File: src/rtl/irq_latch_pkg.sv
package irq_latch_pkg;
  localparam int SRC_COUNT = 6;

  typedef struct packed {
    logic                 enWrite;
    logic [SRC_COUNT-1:0] newEnable;
    logic [SRC_COUNT-1:0] riseMask;
  } latchStrobes_t;
endpackage

File: src/rtl/irq_latch_ctrl.sv
module irq_latch_ctrl
  import irq_latch_pkg::*;
#(
  parameter int REG_WIDTH   = 8,
  parameter int SYNC_STAGES = 2
) (
  input  logic                 clk,
  input  logic                 rstN,
  input  logic                 wrEn,
  input  logic [REG_WIDTH-1:0] wrData,
  input  logic [SRC_COUNT-1:0] srcIn,
  output latchStrobes_t        strb
);
  localparam int LAST = SYNC_STAGES - 1;

  logic [SRC_COUNT-1:0] syncQ [SYNC_STAGES];
  logic [SRC_COUNT-1:0] prevQ;
  logic                 unusedHigh;

  // Synchroniser chain, depth set by parameter
  always_ff @(posedge clk) begin
    if (!rstN) begin
      for (int s = 0; s < SYNC_STAGES; s++) syncQ[s] <= '0;
      prevQ <= '0;
    end else begin
      syncQ[0] <= srcIn;
      for (int s = 1; s < SYNC_STAGES; s++) syncQ[s] <= syncQ[s-1];
      prevQ <= syncQ[LAST];
    end
  end

  // Reserved write bits carry no state
  assign unusedHigh = |wrData[REG_WIDTH-1:SRC_COUNT];

  always_comb begin
    strb.enWrite   = wrEn;
    strb.newEnable = wrData[SRC_COUNT-1:0];
    strb.riseMask  = syncQ[LAST] & ~prevQ;
  end

  // an edge pulse never lasts two cycles in a row
  a_r4_single_pulse: assert property (@(posedge clk) disable iff (!rstN)
    (strb.riseMask & $past(strb.riseMask)) == '0);
endmodule

File: src/rtl/irq_latch_dp.sv
module irq_latch_dp
  import irq_latch_pkg::*;
(
  input  logic                 clk,
  input  logic                 rstN,
  input  latchStrobes_t        strb,
  output logic [SRC_COUNT-1:0] statusQ,
  output logic                 irqQ
);
  logic [SRC_COUNT-1:0] enableQ;
  logic [SRC_COUNT-1:0] statusNext;
  logic [SRC_COUNT-1:0] enableNext;

  always_comb begin
    statusNext = statusQ | (strb.riseMask & enableQ);
    enableNext = enableQ;
    if (strb.enWrite) begin
      enableNext = strb.newEnable;
      statusNext = statusNext & strb.newEnable;
    end
  end

  always_ff @(posedge clk) begin
    if (!rstN) begin
      enableQ <= '0;
      statusQ <= '0;
      irqQ    <= 1'b0;
    end else begin
      enableQ <= enableNext;
      statusQ <= statusNext;
      irqQ    <= |statusQ;
    end
  end

  // no latched bit survives without its enable
  a_r6_status_within_enable: assert property (@(posedge clk) disable iff (!rstN)
    (statusQ & ~enableQ) == '0);

  // after a write, only bits of the written mask may remain
  a_r6_write_clears: assert property (@(posedge clk) disable iff (!rstN)
    strb.enWrite |=> (statusQ & ~$past(strb.newEnable)) == '0);

  // a newly set bit needs an edge pulse in the previous cycle
  a_r3_set_needs_edge: assert property (@(posedge clk) disable iff (!rstN)
    (statusQ & ~$past(statusQ) & ~$past(strb.riseMask)) == '0);

  // a newly set bit needs its enable in the previous cycle
  a_r5_set_needs_enable: assert property (@(posedge clk) disable iff (!rstN)
    (statusQ & ~$past(statusQ) & ~$past(enableQ)) == '0);

  // irq rises only after some status was held
  a_r8_irq_rise: assert property (@(posedge clk) disable iff (!rstN)
    $rose(irqQ) |-> $past(|statusQ));

  // empty status drops irq on the next cycle
  a_r8_irq_fall: assert property (@(posedge clk) disable iff (!rstN)
    (statusQ == '0) |=> !irqQ);
endmodule

File: src/rtl/irq_latch_top.sv
module irq_latch_top
  import irq_latch_pkg::*;
#(
  parameter int REG_WIDTH   = 8,
  parameter int SYNC_STAGES = 2
) (
  input  logic                 clk,
  input  logic                 rstN,
  input  logic                 wrEn,
  input  logic [REG_WIDTH-1:0] wrData,
  input  logic [SRC_COUNT-1:0] srcIn,
  output logic [REG_WIDTH-1:0] rdData,
  output logic                 irq
);
  localparam int PAD = REG_WIDTH - SRC_COUNT;

  latchStrobes_t        strb;
  logic [SRC_COUNT-1:0] statusQ;

  irq_latch_ctrl #(
    .REG_WIDTH  (REG_WIDTH),
    .SYNC_STAGES(SYNC_STAGES)
  ) u_ctrl (
    .clk   (clk),
    .rstN  (rstN),
    .wrEn  (wrEn),
    .wrData(wrData),
    .srcIn (srcIn),
    .strb  (strb)
  );

  irq_latch_dp u_dp (
    .clk    (clk),
    .rstN   (rstN),
    .strb   (strb),
    .statusQ(statusQ),
    .irqQ   (irq)
  );

  assign rdData = {{PAD{1'b0}}, statusQ};
endmodule

File: config.mk
export PLATFORM = sky130hd
export DESIGN_NAME = irq_latch_top
export DESIGN_NICKNAME = d
export VERILOG_FILES = /design/src/rtl/irq_latch_pkg.sv /design/src/rtl/irq_latch_ctrl.sv /design/src/rtl/irq_latch_dp.sv /design/src/rtl/irq_latch_top.sv
export SDC_FILE = /design/constraint.sdc
export NUM_CORES = 1
export LEC_CHECK = 0
export ABC_AREA = 0
export BUFFER_PORTS_ARGS = -buffer_cell sky130_fd_sc_hd__buf_2
export CORE_MARGIN = 2
export CORE_UTILIZATION = 44
export DETAILED_ROUTE_END_ITERATION = 6
export PLACE_DENSITY = 0.67
export SLEW_MARGIN = 20
export SYNTH_ARGS = -nofsm -noshare
export SYNTH_HDL_FRONTEND = slang
export SYNTH_SLANG_ARGS = --single-unit
File: constraint.sdc
create_clock -name clk -period 0.9 [get_ports clk]
set_input_delay 0.09 -clock clk [delete_from_list [all_inputs] [get_ports clk]]
set_output_delay 0.09 -clock clk [all_outputs]
set_load 0.1 [all_outputs]
==> metrics.md <==
| Metric | Value |
|---|---|
| Total GRT Usage | `0.1524` |
| Clock Tree Root | `clkbuf_4` |
| Largest family of logic cells by synthesized area | `simple AND/OR/NAND/NOR gates` |
| Worst Path Buf+Inv | `1` |
| Row count | `17` |
| Crit-path max FO | `3` |
| Max-Cap Viols | `0` |
| NetSw | `0.5968 mW` |
| Setup WS post-layout | `-0.05654 ns` |
| Compound-Gate Fraction of Synth Area | `0.07277` |
| Slowest CP cell | `dfxtp_4` |
| Cell Area, Synth | `1066 µm²` |
| Synth area leaders | `dfxtp_1 58%, and2_1 11%, a211oi_2 4.7%` |
| Initial antenna violation count | `0` |
| Io pins | `26` |
| Final nets | `~150` |
| Multiplexer share of the synthesized area | `0.01878` |
| CTS tree | `yes` |
| Initial Util | `0.4728` |
| Die Ht | `approximately 53 µm` |
| Final worst path period need | `approximately 0.96 ns` |
| Antenna viol nets, final | `0` |
| Max-slew violations | `0` |
| XOR/XNOR Fraction of Synth Area | `0` |
| Ys Warns | `0` |
| Worst Skew | `0.009007 ns` |
| Internal | `1.840 mW` |
| Fin area | `around 1500 µm²` |
| Unique masters post-synth | `21` |
| Die area | `roughly 2800 µm²` |
| Initial DRC Count | `5` |
| First-pass iteration count of the detailed router | `4` |
| FMAX | `between 1 and 1.5 GHz` |
| Clk slew on worst S/H paths | `~0.08 ns` |
| Top-area cell type share of the netlist area | `0.5822` |
| Average wire per standard cell | `approximately 11 µm` |
| # DRC | `0` |
| Sink Count | `31` |
| Placed inst area | `around 1300 µm²` |
| Diode count | `0` |
| Port-buffer cells | `21` |
| Worst Setup Start Kind | `register` |
| Layout area overhead | `37.79%` |
| Arrival @ worst endpoint | `about 0.87 ns` |
| Mapped Cells | `93` |
| Core area | `between 2000 and 2500 µm²` |
| PwrDens | `around 1700 nW/µm²` |
| Register bit total from synthesis | `31` |
| Post-Synth Adder-Cell Area | `0` |
| Setup TNS | `-0.3121 ns` |
| Fin crit share | `1.063` |
| GPL Wtd Cong | `~0.7` |
| Largest net degree at the start of global routing | `21` |
| Finish-stage setup viols | `7` |
| Vias per cell | `4.503` |
| Critical path endpoint category | `primary output` |
| Crit-path max cell delay | `around 0.38 ns` |
| GRT Residual Overflow | `0` |
| Post-Route WL | `1654 µm` |
| Comb pwr share | `0.115` |
| Sequential share of power | `0.588` |
| Dpl hpwl | `~1200 µm` |
| Worst endpoint required time | `roughly 0.81 ns` |
| Max H-tree Level | `2` |
| Die width | `53.22 µm` |
| Outcome | `finished, violations left` |
| CP Class | `register to primary output` |
| Pleak | `roughly 0.62 nW` |
| Commonest non-fill, non-tap cells in the layout | `24 x dfxtp_1, 18 x and2_1, 14 x buf_2, 8 x buf_12, 7 x nor2_1` |
| Share of layout cells above drive strength 1 | `0.4109` |
| Syn avg cell area | `11.46 µm²` |
| Num CTS Buffers | `5` |
| Clk pwr share | `0.297` |
| Hold Vio Cnt, Final | `0` |
| Worst skew pair latency | `roughly 0.32 ns` |
| Total power | `~2.4 mW` |
| Most common cell after layout, fill and taps aside | `dfxtp_1` |
| Hold/Removal Path Class | `input pin to register` |
| CP Cell Sequence | `buf_12` |
| Sw frac | `0.2449` |
| Peak VDD IR | `0.001438 V` |
| First-pass GRT wire length | `approximately 2900 µm` |
| Clock buffer depth | `2` |
| Simple-gate share of the synthesized area | `0.2606` |
| Kind of cell adding the most delay to the critical path | `flip-flops` |
| Failing checks | `setup timing` |
| RSZ-0062 raised after global routing | `yes` |
| Vias | `707` |
| Seq/Total Area, Yosys | `0.5822` |
| Vias in the first global route | `724` |
| Synth area leader | `dfxtp_1` |
## cell families after synthesis
group	after synthesis
flops	31
compound gates	7
other cells	1
simple gates	40
buf+inv	12
mux	2
## metrics by stage
| stage | util | cells | hold WS (ns) | setup WS [ns] |
|---|---|---|---|---|
| 4_1_cts | 0.6515 | 157 | 0.02485 | -0.07315 |
| 6_report | 0.6515 | 157 | 0.03901 | -0.05654 |
| 3_5_place_dp | 0.5866 | 139 | 0.3025 | 0.06917 |
| 5_1_grt | 0.6515 | 157 | 0.03773 | -0.09843 |
| 3_3_place_gp | 0.5866 | 139 | 0.2951 | 0.07992 |
| 2_1_floorplan | - | 94 | 0.2173 | -0.02236 |
## sequential cells by signal (all words and copies together), names as in the netlist
register      flops
u_ctrl.syncQ     12
u_ctrl.prevQ      6
u_dp.enableQ      6
u_dp.statusQ      6
u_dp.irqQ         1
## power by group through the flow
stage	Combinational, mW	Sequential, mW	Clock (mW)
floorplan	0.147	1.50	0
global placement	0.252	1.46	0
detailed placement	0.258	1.47	0
CTS	0.283	1.43	0.754
global route	0.302	1.44	0.816
finish	0.279	1.43	0.724
## synth_stat cells (all sizes together)
cell / n
conb: 1
buf: 5
mux2i: 2
inv: 6
and3b: 2
clkbuf: 1
a21oi: 1
nor2b: 4
dfxtp: 31
and2: 18
nor4: 1
nand3b: 4
o221a: 2
nor2: 7
a211oi: 4
nor3: 4
## path summary, 6_finish.rpt
| path | from | to | slack (ns) | depth (start not counted) |
|---|---|---|---|---|
| worst min register to register | u_ctrl.syncQ[0][1] | u_ctrl.syncQ[0][7] | 0.44 | 1 |
| worst max-delay path | u_dp.statusQ[0] | rdData[0] | -0.06 | 1 |
| worst max register to register | u_dp.statusQ[3] | u_dp.irqQ | 0.01 | 3 |
| worst min-delay path | wrData[3] | u_dp.enableQ[3] | 0.04 | 3 |
## final cells by class
| type | count | area [µm²] |
|---|---|---|
| clock buffer | 7 | 45.04 |
| multi-input combinational | 51 | 389.1 |
| sequential | 31 | 644.4 |
| timing repair buffer | 33 | 327.8 |
| fill | 184 | 785.8 |
| tap | 28 | 35.03 |
| inverter | 6 | 22.52 |
| clock inverter | 1 | 5.005 |
## routing by layer
metal / global-route usage / part of all wire / up-vias
met5: 0 / 0 / -
met4: 0.07692 / 0.015 / 0
met3: 0.07627 / 0.062 / 4
met2: 0.2490 / 0.48 / 22
met1: 0.1596 / 0.44 / 312
li1: - / - / 369
## what timing repair did
| item | 4_1_cts | 5_1_grt |
|---|---|---|
| endpoints found under the setup margin | 7 | 8 |
| setup buffers | 4 | 0 |
| endpoints found under the hold margin | 6 | 0 |
| hold buffers | 6 | 0 |
| pin swaps | 2 | 0 |
| resized for setup | 1 | 0 |
No activity file was read; power rests on OpenSTA's default activity.
